<file path="config.mk">
export PLATFORM = sky130hd
export DESIGN_NAME = phase_freq_detector
export DESIGN_NICKNAME = d
export VERILOG_FILES = /design/src/rtl/pfd_pkg.sv /design/src/rtl/pfd_edge_detect.sv /design/src/rtl/pfd_flipflops.sv /design/src/rtl/pfd_lock_detect.sv /design/src/rtl/phase_freq_detector.sv
export SDC_FILE = /design/constraint.sdc
export NUM_CORES = 1
export LEC_CHECK = 0
export BUFFER_PORTS_ARGS = -buffer_cell sky130_fd_sc_hd__buf_4
export CAP_MARGIN = 20
export CORE_AREA = 3 3 40 42
export CTS_CLUSTER_SIZE = 12
export DETAILED_ROUTE_END_ITERATION = 8
export DIE_AREA = 0 0 43 45
export GPL_TIMING_DRIVEN = 0
export PLACE_DENSITY_LB_ADDON = 0.2
export SLEW_MARGIN = 20
export SYNTH_ARGS = -nofsm -noshare
export SYNTH_HDL_FRONTEND = slang
export SYNTH_SLANG_ARGS = --single-unit
</file>
<file path="constraint.sdc">
create_clock -name clk -period 2.6 [get_ports clk]
set_clock_uncertainty 0.1 [all_clocks]
set_input_delay 0.26 -clock clk [delete_from_list [all_inputs] [get_ports clk]]
set_output_delay 0.26 -clock clk [all_outputs]
set_load 0.05 [all_outputs]
</file>
<file path="src/rtl/pfd_pkg.sv">
// Package: shared flag type and helpers for the phase frequency detector.
// Assumes nothing beyond a single clock domain for all users.
package pfd_pkg;

    // Pair of edge flags: v for the oscillator side, r for the reference side.
    typedef struct packed {
        logic v;
        logic r;
    } pfd_flags_t;

    // True when exactly one flag is set (an error pulse is in progress).
    function automatic logic flags_alone(input pfd_flags_t f);
        return f.v ^ f.r;
    endfunction

    // True when both flags are set (the comparison is closing).
    function automatic logic flags_both(input pfd_flags_t f);
        return f.v & f.r;
    endfunction

endpackage

</file>
<file path="src/rtl/pfd_edge_detect.sv">
// Rising-edge detector over WIDTH level inputs.
// Does: registers each input once and flags a 0-to-1 change in the current cycle.
// Assumes: inputs are already synchronous to clk.
module pfd_edge_detect #(
    parameter int WIDTH = 2
) (
    input  logic             clk,
    input  logic             rst_n,
    input  logic [WIDTH-1:0] level_i,
    output logic [WIDTH-1:0] rise_o
);

    logic [WIDTH-1:0] prev_q;

    // Keep last cycle's level of every input.
    always_ff @(posedge clk) begin
        if (!rst_n) prev_q <= '0;
        else        prev_q <= level_i;
    end

    // One rise bit per input, generated per lane.
    for (genvar g = 0; g < WIDTH; g++) begin : g_lane
        assign rise_o[g] = level_i[g] & ~prev_q[g];
    end

    // A reported rise must not repeat in the following cycle if the level stays high.
    AST_NO_DOUBLE_RISE: assert property (@(posedge clk) disable iff (!rst_n)
        (rise_o[0] && level_i[0]) |=> (!level_i[0] || !rise_o[0]));

endmodule

</file>
<file path="src/rtl/pfd_flipflops.sv">
// Edge flip-flop pair with mutual clearing.
// Does: sets a flag on its edge and clears both once both are set. An edge in the
// clearing cycle re-arms its flag so no comparison edge is lost.
// Assumes: rise inputs are single-cycle pulses from pfd_edge_detect.
module pfd_flipflops
    import pfd_pkg::*;
(
    input  logic       clk,
    input  logic       rst_n,
    input  logic       rise_v_i,
    input  logic       rise_r_i,
    output pfd_flags_t flags_o
);

    pfd_flags_t flags_q;
    logic       closing;

    assign closing = flags_both(flags_q);

    // Set on edge, hold while alone, clear (or re-arm) when both are set.
    always_ff @(posedge clk) begin
        if (!rst_n) begin
            flags_q <= '0;
        end else if (closing) begin
            flags_q.v <= rise_v_i;
            flags_q.r <= rise_r_i;
        end else begin
            flags_q.v <= flags_q.v | rise_v_i;
            flags_q.r <= flags_q.r | rise_r_i;
        end
    end

    assign flags_o = flags_q;

    AST_SET_V: assert property (@(posedge clk) disable iff (!rst_n)
        rise_v_i |=> flags_q.v);
    AST_SET_R: assert property (@(posedge clk) disable iff (!rst_n)
        rise_r_i |=> flags_q.r);
    AST_HOLD_ALONE: assert property (@(posedge clk) disable iff (!rst_n)
        (flags_q.v && !flags_q.r) |=> flags_q.v);
    AST_MUTUAL_CLEAR: assert property (@(posedge clk) disable iff (!rst_n)
        (flags_q.v && flags_q.r && !rise_v_i && !rise_r_i) |=> (!flags_q.v && !flags_q.r));

endmodule

</file>
<file path="src/rtl/pfd_lock_detect.sv">
// Lock detector.
// Does: counts consecutive single-flag cycles. It drops lock once the run goes past
// LOCK_TOL, and at each closing cycle it takes the verdict of the comparison just ended.
// Assumes: within one comparison the single-flag cycles form one contiguous run.
module pfd_lock_detect
    import pfd_pkg::*;
#(
    parameter int LOCK_TOL = 1
) (
    input  logic       clk,
    input  logic       rst_n,
    input  pfd_flags_t flags_i,
    output logic       lock_o
);

    localparam int CW = $clog2(LOCK_TOL + 2);
    localparam logic [CW-1:0] RUN_MAX = CW'(LOCK_TOL + 1);
    localparam logic [CW-1:0] RUN_TOL = CW'(LOCK_TOL);

    logic [CW-1:0] run_q;
    logic          bad_q;
    logic          lock_q;
    logic          alone;
    logic          closing;
    logic          excess;

    assign alone   = flags_alone(flags_i);
    assign closing = flags_both(flags_i);
    assign excess  = alone && (run_q >= RUN_TOL);

    // Length of the current single-flag run, saturating above the limit.
    always_ff @(posedge clk) begin
        if (!rst_n || !alone) run_q <= '0;
        else if (run_q != RUN_MAX) run_q <= run_q + 1'b1;
    end

    // Remember a broken limit until the comparison closes.
    always_ff @(posedge clk) begin
        if (!rst_n || closing) bad_q <= 1'b0;
        else if (excess)       bad_q <= 1'b1;
    end

    // Lock verdict: drop on excess, decide at close, otherwise hold.
    always_ff @(posedge clk) begin
        if (!rst_n)       lock_q <= 1'b0;
        else if (closing) lock_q <= ~bad_q;
        else if (excess)  lock_q <= 1'b0;
    end

    assign lock_o = lock_q;

    AST_RUN_BOUND: assert property (@(posedge clk) disable iff (!rst_n)
        run_q <= RUN_MAX);
    AST_BAD_CLEARS: assert property (@(posedge clk) disable iff (!rst_n)
        closing |=> !bad_q);

endmodule

</file>
<file path="src/rtl/phase_freq_detector.sv">
// Tri-state phase frequency detector, top level.
// Does: detects edges on the two divided signals, runs the mutual-clear flag pair,
// and drives the three-state error pair, the two active-low pulses and lock.
// Assumes: fvco_in and fref_in are synchronous levels; the pad cell turns
// pd_oe/pd_out into a real three-state pin.
module phase_freq_detector
    import pfd_pkg::*;
#(
    parameter int LOCK_TOL = 1
) (
    input  logic clk,
    input  logic rst_n,
    input  logic fvco_in,
    input  logic fref_in,
    output logic pd_out,
    output logic pd_oe,
    output logic up_n,
    output logic dn_n,
    output logic lock
);

    localparam int LANES = 2;

    logic [LANES-1:0] rise;
    pfd_flags_t       flags;

    pfd_edge_detect #(.WIDTH(LANES)) u_edge (
        .clk     (clk),
        .rst_n   (rst_n),
        .level_i ({fref_in, fvco_in}),
        .rise_o  (rise)
    );

    pfd_flipflops u_ff (
        .clk      (clk),
        .rst_n    (rst_n),
        .rise_v_i (rise[0]),
        .rise_r_i (rise[1]),
        .flags_o  (flags)
    );

    pfd_lock_detect #(.LOCK_TOL(LOCK_TOL)) u_lock (
        .clk     (clk),
        .rst_n   (rst_n),
        .flags_i (flags),
        .lock_o  (lock)
    );

    // Three-state encoding: drive only while one flag is alone; high means lagging.
    always_comb begin
        pd_oe  = flags_alone(flags);
        pd_out = flags.r & ~flags.v;
    end

    // Double-ended pulses, active low.
    always_comb begin
        up_n = ~flags.v;
        dn_n = ~flags.r;
    end

    AST_LEAD_LOW: assert property (@(posedge clk) disable iff (!rst_n)
        (!up_n && dn_n) |-> (pd_oe && !pd_out));
    AST_LAG_HIGH: assert property (@(posedge clk) disable iff (!rst_n)
        (up_n && !dn_n) |-> (pd_oe && pd_out));
    AST_IDLE_DATA: assert property (@(posedge clk) disable iff (!rst_n)
        !pd_oe |-> !pd_out);
    AST_LOCK_FALL: assert property (@(posedge clk) disable iff (!rst_n)
        $fell(lock) |-> $past(pd_oe));
    AST_LOCK_RISE: assert property (@(posedge clk) disable iff (!rst_n)
        $rose(lock) |-> $past(!up_n && !dn_n));

endmodule

</file>
# After elaboration in Yosys (flattened, before gate mapping)
# Cells that the tools add are included.
# classes
magnitude_cmp	1
addsub	1
bitwise_logic	12
eq_ne	1
reduce_logical	6
mux	3
# ops
op	n
$not A1 Y1	5
$and A1 B1 Y1	4
$add A2 B1 Y2 const B	1
$ge A2 B1 Y1 const B	1
$logic_not A1 Y1	2
$logic_or A1 B1 Y1	2
$mux W1	2
$mux W2	1
$ne A2 B2 Y1 const B	1
$or A1 B1 Y1	2
$reduce_bool A2 Y1	1
$logic_and A1 B1 Y1	1
$xor A1 B1 Y1	1
# totals
input_bits	4
out_inout_bits	5
reg_bits	8

# Logic depth before layout (Yosys ltp)
# Gate-level depths: netlist (run 1).
# logic_depth
ltp_word	4
ltp_mapped	5
mapped_depth_nobuf	5

# Modules after synthesis
# Synthesis (run 1) repeated with hierarchy kept, for this count alone.
# hier_totals
hier_cells	36
area_unflattened_um2	382.9
# by_module_without_submodules
mod	cells_per_inst	seq_area_each_um2	n_inst	area_each_um2
pfd_lock_detect	20	80.1	1	211.5
pfd_edge_detect	6	40.0	1	80.1
pfd_flipflops	6	40.0	1	67.6
phase_freq_detector	4	0.0	1	23.8

# Worst setup path after synthesis (run 1)
# Ideal clock, no wire load.
# synth_timing
path_kind	flip-flop to flip-flop
from	register u_ff.flags_q, in the netlist u_ff.flags_o[1]
to	register u_lock.run_q[0]
arrival_ns	1.528
n_path_buf	0
setup_ns	0.065
required_time_ns	2.435
path_stages_with_launch	6
path_slack_ns	0.908
cell_sequence	dfxtp_1 > inv_1 > ha_1 > inv_1 > nand2_1 > nor2_1
# synth_between
elab_chain_cells	3
# synth_lines
element	line	rtl
start: declaration	pfd_flipflops.sv:15	pfd_flags_t flags_q;
$xor A1 B1 Y1	--	
net pd_oe	phase_freq_detector.sv:16	output logic pd_oe,
$logic_not A1 Y1	pfd_lock_detect.sv:33	if (!rst_n || !alone) run_q <= '0;
$logic_or A1 B1 Y1	pfd_lock_detect.sv:33	
end signal: assignment	pfd_lock_detect.sv:34	else if (run_q != RUN_MAX) run_q <= run_q + 1'b1;
end: declaration	pfd_lock_detect.sv:20	logic [CW-1:0] run_q;
# The timed path passes the listed nets, and every way through them passes these cells.
# A chain may end at the register's enable or synchronous reset.

# Worst setup path after layout (run 1)
# layout_timing
from	register u_ff.flags_q, in the netlist u_ff.flags_o[1]
to	output pd_oe
# layout_between
elab_chain_cells	1
# layout_lines
element	line	rtl
$xor A1 B1 Y1	pfd_pkg.sv:13	return f.v ^ f.r;
end: declaration	phase_freq_detector.sv:16	
# No other way between the ends.

==> run summary, run 1 <==
number of I/O port buffers - 8
Int Power - 210 µW
CP Capture Type - output port
Nets - 57
via count - 245
unrepaired setup endpoints after global routing - no
Initial Utilization - 26.5%
hold crit path type - in -> reg
Final period util - 61.2%
synthesized net count - 44
Clock Power Share - 32.0%
Peak VDD IR - 272 µV
Slew HR - 88.1%
Remaining DRCs - 0
I/O pin count - 9
Die Area - 1940 µm²
Post-CTS Setup Bufs - 0
Clock Path Buffers - 2
max-slew violations - 0
DRT iter0 DRCs - 1
pin count of the biggest net entering global routing - 8
Tmin final - 1590 ps
P_leak - 0.213 nW
Post-CTS Resized - 0
critical path arrival - 1230 ps
post-synthesis sequential area ratio - 47.1%
Data required, critical path - 2240 ps
TritonCTS clock tree - built
fillcell total - 142
crit-path max FO - 3
P per Cell Area - 682 nW/µm²
crit start category - flop
GRT Overall Usage - 7.01%
GP Congestion - 0.694
Ys Warns - 0
CP max stage cell - dfxtp_1
Yosys reg bits - 8
synth unique cells - 11
Logic pwr share - 22.9%
total negative slack - 0 ps
vias per cell - 3.95
slowest stage delay, CP - 330 ps
worst-margin pin slew - 179 ps
Max Cap Violations - 0
Design Area, Final - 442 µm²
WL/cell - 8.68 µm
Chip Width - 43 µm
Mean Syn Cell Area - 9.45 µm²
Post-Synthesis Cells - 36
status - completed
Pre-Repair DR Iteration Count - 2
clk_lat worst skew - 250 ps
Final Hold Viols - 0
clock sinks - 8
Setup CP Type - reg -> out
Final ANT Viol Nets - 0
WL final - 538 µm
Top cell by count, worst path - inv_1
post-DP HPWL - 440 µm
H-Tree Depth - 1
Clock Tree Root - clkbuf_4
vias in the first global route - 249
number of core rows - 13
dpl cell area - 419 µm²
gr ovfl total - 0
dpl cells - 59
setup violators final - 0
Peak Freq - 628 MHz
worst path cell trace - inv_1, ha_1, inv_1, buf_4
die boundary height - 45 µm
CTS Buf Count - 3
Final Power - 301 µW
Core Footprint - 1280 µm²
global-route wire length before repair - 972 µm
synthesized area - 340 µm²
most frequent cells in the layout - buf_4, dfxtp_1, inv_1
Area Growth Syn to Fin - 29.8%
initial antenna violation count - 0
register share of total power - 45.2%
clock transition at the registers of the reported paths - 60 ps
final instance count without filler cells - 62
Switching Fraction - 30.4%
Psw - 91.5 µW
Hold-fix buffers, CTS - 0
Ant. Diodes - 0
share of cells above drive strength 1 - 23.4%
==> per-layer routing <==
metal / track usage (%) / up-vias / share of wire (%)
met1: 8.74 / 107 / 47
li1: - / 133 / -
met4: 5.42 / 0 / 0
met3: 2.39 / 0 / 7.6
met5: 0 / - / 0
met2: 9.88 / 5 / 45
==> flip-flops by register name, summed over array words and instances, names as in the netlist <==
register	count
u_ff.flags_o	2
u_edge.prev_q	2
u_lock.bad_q	1
u_lock.run_q	2
u_lock.lock_o	1
==> per-stage QoR <==
stage / util (%) / setup WS, ps / hold WS (ps)
CTS: 34.4 / 995 / 119
floorplan: - / 908 / 282
global placement: 32.6 / 1270 / 374
detailed placement: 32.6 / 1270 / 379
global route: 34.4 / 937 / 134
finish: 34.4 / 1010 / 119
==> final cells by class <==
class	instances	area (µm²)	area share, %
clock buffer	3	22.5	5.10
inverter	7	26.3	5.95
multi-input combinational	21	154	34.8
sequential	8	160	36.3
tap	15	18.8	4.25
timing repair buffer	8	60.1	13.6
==> synthesized netlist by cell type <==
cell type | n | area share, %
and2_1 | 5 | 9.2
dfxtp_1 | 8 | 47
ha_1 | 4 | 15
inv_1 | 7 | 7.7
mux2i_1 | 2 | 5.9
nand2_1 | 1 | 1.1
nor2_1 | 4 | 4.4
nor3b_1 | 1 | 2.2
o21ai_1 | 1 | 1.5
o22ai_1 | 2 | 3.7
xor2_1 | 1 | 2.6
==> power by group through the flow <==
stage | Combinational (mW) | Sequential, mW | Clock [mW]
finish | 0.0689 | 0.136 | 0.0963
global route | 0.0757 | 0.137 | 0.101
CTS | 0.0703 | 0.136 | 0.0974
detailed placement | 0.0701 | 0.139 | 0
global placement | 0.0702 | 0.139 | 0
floorplan | 0.0479 | 0.141 | 0
==> critical path, delay by kind of cell, from the launching register on <==
kind,cells,cell delay [ps]
fa+ha+maj,1,310
buf+inv,3,340
flops,1,330
==> worst paths after layout <==
check	startpoint	end	slack [ps]	cells past startpoint
max	u_ff.flags_o[1]$_SDFF_PN0_	pd_oe	1010	4
min	fvco_in	u_edge.prev_q[0]$_SDFF_PN0_	120	2
max reg2reg	u_ff.flags_o[1]$_SDFF_PN0_	u_lock.lock_o$_SDFFE_PN0P_	1330	5
min reg2reg	u_lock.bad_q$_SDFFE_PP0P_	u_lock.bad_q$_SDFFE_PP0P_	400	2
==> kinds of logic (layout without fill, tap and decap cells) <==
family / Yosys count / count (layout) / share of synthesized area, %
and+or+nand+nor: 11 / 11 / 16.9
xor gates and xnor gates: 1 / 1 / 2.57
DFF: 8 / 8 / 47.1
AOI/OAI and AO/OA: 3 / 3 / 5.15
buffers and inverters: 7 / 18 / 7.72
muxes: 2 / 2 / 5.88
adders and majority gates: 4 / 4 / 14.7
No activity file was read; power rests on OpenSTA's default activity.
==> run 2, diff against run 1 <==
ABC_AREA = 1   (was not set)
clock period = 1.3 ns   (was 2.6 ns; I/O delays follow)
==> run 2 against run 1 <==
Against the previous run: the run now ends with setup timing left; combinational power grew to 3.5 times the previous value; setup slack got worse by 1200 ps; register-to-register slack worse by 1300 ps; critical path type unchanged; critical endpoint unchanged; highest routed layer unchanged.
==> run summary, run 2 <==
Ys Warns - 0
Initial Utilization - 25.3%
Tmin final - 1490 ps
Post-Synthesis Cells - 40
total negative slack - -187 ps
Mean Syn Cell Area - 8.13 µm²
top post-synthesis cells by area - dfxtp_1, ha_1, nand2_1
crit start category - flop
worst-margin pin slew - 159 ps
number of core rows - 13
clk_lat worst skew - 250 ps
number of I/O port buffers - 8
TritonCTS clock tree - built
unrepaired setup endpoints after global routing - yes
Pre-Repair DR Iteration Count - 4
Setup CP Type - reg -> out
WL final - 680 µm
global-route wire length before repair - 1120 µm
Die Area - 1940 µm²
via count - 299
setup violators final - 1
most frequent cell after synthesis - nand2_1
Final period util - 114%
fillcell total - 129
Slew HR - 89.4%
hold crit path type - in -> reg
share of cells above drive strength 1 - 37.5%
Data required, critical path - 1070 ps
H-Tree Depth - 1
most frequent cells in the layout - nand2_1, buf_4, inv_1, dfxtp_1
final instance count without filler cells - 71
biggest area consumer among synthesized cells - dfxtp_1
max-slew violations - 0
initial antenna violation count - 0
pin count of the biggest net entering global routing - 6
crit-path max FO - 2
P_leak - 0.242 nW
GP Congestion - 0.638
Async S/R FF share, synth - 0%
Yosys reg bits - 8
synthesized net count - 48
CP Capture Type - output port
status - finished with violations
Ant. Diodes - 0
flop-to-flop setup slack - 0 ps
Peak Freq - 673 MHz
Peak VDD IR - 804 µV
Final Hold Viols - 0
post-DP HPWL - 510 µm
die boundary height - 45 µm
DRT iter0 DRCs - 2
vias in the first global route - 285
Setup WS pre-CTS - 26.3 ps
Remaining DRCs - 0
met2 routed WL - 327 µm
Clock Tree Root - clkbuf_4
clock sinks - 8
Design Area, Final - 519 µm²
Hold WS - 47.5 ps
CTS Buf Count - 3
routed wl met3 - 70 µm
Area Growth Syn to Fin - 59.6%
Clock Path Buffers - 2
Core Footprint - 1280 µm²
number of enable flip-flop cells after synthesis - 0
vias per cell - 4.21
synthesized area - 325 µm²
I/O pin count - 9
Chip Width - 43 µm
dominant synthesized flop cell - dfxtp_1
Final ANT Viol Nets - 0
post-synthesis sequential area ratio - 49.2%
failing checks - setup timing
dpl cells - 63
critical path arrival - 1260 ps
highest metal used - met3
gr ovfl total - 0
clock transition at the registers of the reported paths - 50 ps
dpl cell area - 428 µm²
Max Cap Violations - 0
fin worst setup slack - -187 ps
Post-synth top cells - nand2_1, inv_1, dfxtp_1
post-route met1 wirelength - 282 µm
commonest non-fill, non-tap cell in the layout - nand2_1
P per Cell Area - 1380 nW/µm²
Nets - 66
GRT Overall Usage - 8.61%
post-synth top area share - 49.2%
synth unique cells - 8
WL/cell - 9.58 µm
run 2: changes by cell type after synthesis, moves of 2 or more:
cell,delta
nand2_1,+9
mux2i_1,-2
and2_1,-5
inv_1,+2
a21oi_1,+3
run 2: cell type report:
| cell class | instances | area [µm²] | share of cell area [%] |
|---|---|---|---|
| multi-input combinational | 23 | 158 | 30.4 |
| sequential | 8 | 161 | 31.1 |
| tap | 15 | 18.8 | 3.61 |
| clock buffer | 3 | 22.5 | 4.34 |
| inverter | 9 | 41.3 | 7.95 |
| timing repair buffer | 13 | 118 | 22.7 |
run 2: metrics by stage:
step                total power [mW]  util, %
floorplan                      0.428        -
detailed placement             0.477     33.3
CTS                            0.697     38.1
global route                   0.766     40.4
global placement               0.473     33.3
finish                         0.716     40.4
run 2: logic make-up after synthesis:
group	Yosys count	synth area share, %
buffers and inverters	9	10.4
DFF	8	49.2
and+or+nand+nor	13	15.0
adders and majority gates	4	15.4
AOI/OAI and AO/OA	6	10.0
run 2: path summary, 6_finish.rpt:
| check | start | endpoint | depth (start not counted) |
|---|---|---|---|
| worst min register to register | u_edge.prev_q[0]$_SDFF_PN0_ | u_ff.flags_o[1]$_SDFF_PN0_ | 1 |
| worst max register to register | u_ff.flags_o[1]$_SDFF_PN0_ | u_lock.run_q[1]$_SDFFE_PP0P_ | 6 |
| worst min-delay path | rst_n | u_edge.prev_q[1]$_SDFF_PN0_ | 3 |
| worst max-delay path | u_ff.flags_o[1]$_SDFF_PN0_ | pd_oe | 4 |
run 2: where the power goes:
part	internal [mW]	switching, mW	leakage (nW)
combinational	0.105	0.138	0.162
clock	0.106	0.0857	0.0138
sequential	0.268	0.0140	0.0663
run 2: layer usage:
layer,vias to the layer above,global-route usage (%)
li1,156,-
met2,10,13.5
met5,-,0
met3,0,7.17
met4,0,1.81
met1,133,9.02
run 2: critical path, stage by stage, from the launching register on:
cell and delay [ps]:
dfxtp_2 350, clkinvlp_4 110, ha_4 290, clkinvlp_4 90
buf_8 150
run 2: repair_timing:
| item | in CTS | in global routing |
|---|---|---|
| gates cloned | 0 | 0 |
| setup buffers | 2 | 1 |
| gates resized for setup | 1 | 7 |
| pin swaps | 1 | 1 |
| hold endpoints to repair | 2 | 0 |
| setup endpoints to repair | 2 | 5 |
| hold buffers | 2 | 0 |
==> run 3, diff against run 2 <==
SETUP_SLACK_MARGIN = 0.5   (was not set)
==> run 3 against run 2 <==
Against the previous run: the flow finishes with violations (hold timing, setup timing); first-iteration DRC count rose to 3.0 times the previous value; sequential cell count is the same; core utilization is 4.3 points higher; via count up 1.7%; combinational power rose by 13%; critical path depth unchanged; non-clock buffer count up 1; die area stayed put; register-to-register slack better by 20 ps; maximum frequency grew 1.4%; highest routed layer is now met4; critical path type unchanged; sequential power about the same.
==> run summary, run 3 (synthesis results as in run 2) <==
status - finished with violations
failing checks - hold timing, setup timing
P_leak - 0.259 nW
gr ovfl total - 0
GP Congestion - 0.645
critical path arrival - 1240 ps
hold crit path type - in -> reg
Peak VDD IR - 575 µV
number of core rows - 13
flop-to-flop setup slack - 20 ps
Slew HR - 92.3%
fin worst setup slack - -166 ps
via count - 304
unrepaired setup endpoints after global routing - yes
Tmin final - 1470 ps
Pre-Repair DR Iteration Count - 3
clock sinks - 8
dpl cell area - 437 µm²
Final Hold Viols - 1
global-route wire length before repair - 1120 µm
Final ANT Viol Nets - 0
Ant. Diodes - 0
r2r startpoint - u_ff.flags_o[1]$_SDFF_PN0_
WL final - 682 µm
Initial Utilization - 25.3%
min-delay src - fref_in
Area Growth Syn to Fin - 76.5%
slowest stage delay, CP - 350 ps
clk_lat worst skew - 250 ps
Peak Freq - 682 MHz
Hold WS - -0.0431 ps
Die Area - 1940 µm²
post-DP HPWL - 471 µm
number of I/O port buffers - 8
P per Cell Area - 1330 nW/µm²
Design Area, Final - 574 µm²
crit-path max FO - 2
H-Tree Depth - 1
Chip Width - 43 µm
clock transition at the registers of the reported paths - 60 ps
Clock Tree Root - clkbuf_4
GRT Overall Usage - 8.19%
worst r2r path cells - 6
TritonCTS clock tree - built
Worst Hold Endpoint - u_edge.prev_q[1]$_SDFF_PN0_
hold path depth - 3
setup violators final - 1
worst path cell trace - clkinvlp_4, ha_4, clkinvlp_4, buf_8
Data required, critical path - 1070 ps
share of cells above drive strength 1 - 53.4%
max-slew violations - 0
Setup CP Type - reg -> out
Nets - 67
Top cell by count, worst path - clkinvlp_4
Clock Path Buffers - 2
initial antenna violation count - 0
vias per cell - 4.16
Core Footprint - 1280 µm²
I/O pin count - 9
Final period util - 113%
die boundary height - 45 µm
vias in the first global route - 295
DRT iter0 DRCs - 6
CP max stage cell - dfxtp_2
most frequent cells in the layout - nand2_1, buf_4, inv_1, buf_8, dfxtp_1
r2r endpoint - u_lock.run_q[1]$_SDFFE_PP0P_
Remaining DRCs - 0
CP Capture Type - output port
crit start category - flop
Max Cap Violations - 0
total negative slack - -166 ps
pin count of the biggest net entering global routing - 6
CTS Buf Count - 3
worst-margin pin slew - 115 ps
WL/cell - 9.34 µm
[run 3: worst max-delay path: cells and delay by family (launching register included)]
kind                       cells  cell delay, ps
adders and majority gates      1             290
buffers and inverters          3             350
DFF                            1             350
[run 3: area by class of cell]
class	count	area, µm²
Multi-Input combinational cell	23	171
Timing Repair Buffer	14	146
Tap cell	15	18.8
Sequential cell	8	166
Clock buffer	4	26.3
Inverter	9	45.0
Fill cell	128	711
[run 3: timing repair]
item | CTS | global route
setup buffers | 5 | 1
gates cloned | 0 | 0
hold endpoints to repair | 1 | 0
gates resized for setup | 16 | 3
endpoints found under the setup margin | 11 | 11
pin swaps | 3 | 1
[run 3: where the power goes]
part / total (mW) / leakage (nW) / switching, mW / internal (mW)
combinational: 0.274 / 0.176 / 0.146 / 0.128
sequential: 0.284 / 0.0673 / 0.0147 / 0.269
clock: 0.204 / 0.0150 / 0.0865 / 0.118
[run 3: routing by layer]
layer,GRT usage [%],part of all wire (%),vias to the layer above,wire length (µm)
met5,0,0,-,0
li1,-,-,159,-
met1,8.29,41,132,281
met3,2.79,8.5,2,58
met2,13.5,48,11,330
met4,7.23,1.6,0,11
[run 3: worst max path at each step]
stage	startpoint	end	slack [ps]	depth (start not counted)
after floorplan	u_ff.flags_o[1]$_SDFF_PN0_	u_lock.run_q[1]$_SDFFE_PP0P_	-330	5
after global routing	u_ff.flags_o[1]$_SDFF_PN0_	pd_oe	-210	4
after global placement	u_ff.flags_o[1]$_SDFF_PN0_	pd_oe	40	4
after CTS	u_ff.flags_o[1]$_SDFF_PN0_	pd_oe	-180	4
after detailed placement	u_ff.flags_o[1]$_SDFF_PN0_	pd_oe	50	4
final	u_ff.flags_o[1]$_SDFF_PN0_	pd_oe	-170	4
[run 3: stage by stage]
step,cells,hold slack (ps),utilization [%],power [mW],setup slack [ps]
floorplan,40,141,-,0.432,-334
global placement,63,249,34.0,0.476,37.5
detailed placement,63,248,34.0,0.476,47.6
CTS,72,-21.6,42.9,0.752,-175
global route,73,11.2,44.7,0.803,-207
finish,73,-0.0431,44.7,0.762,-166
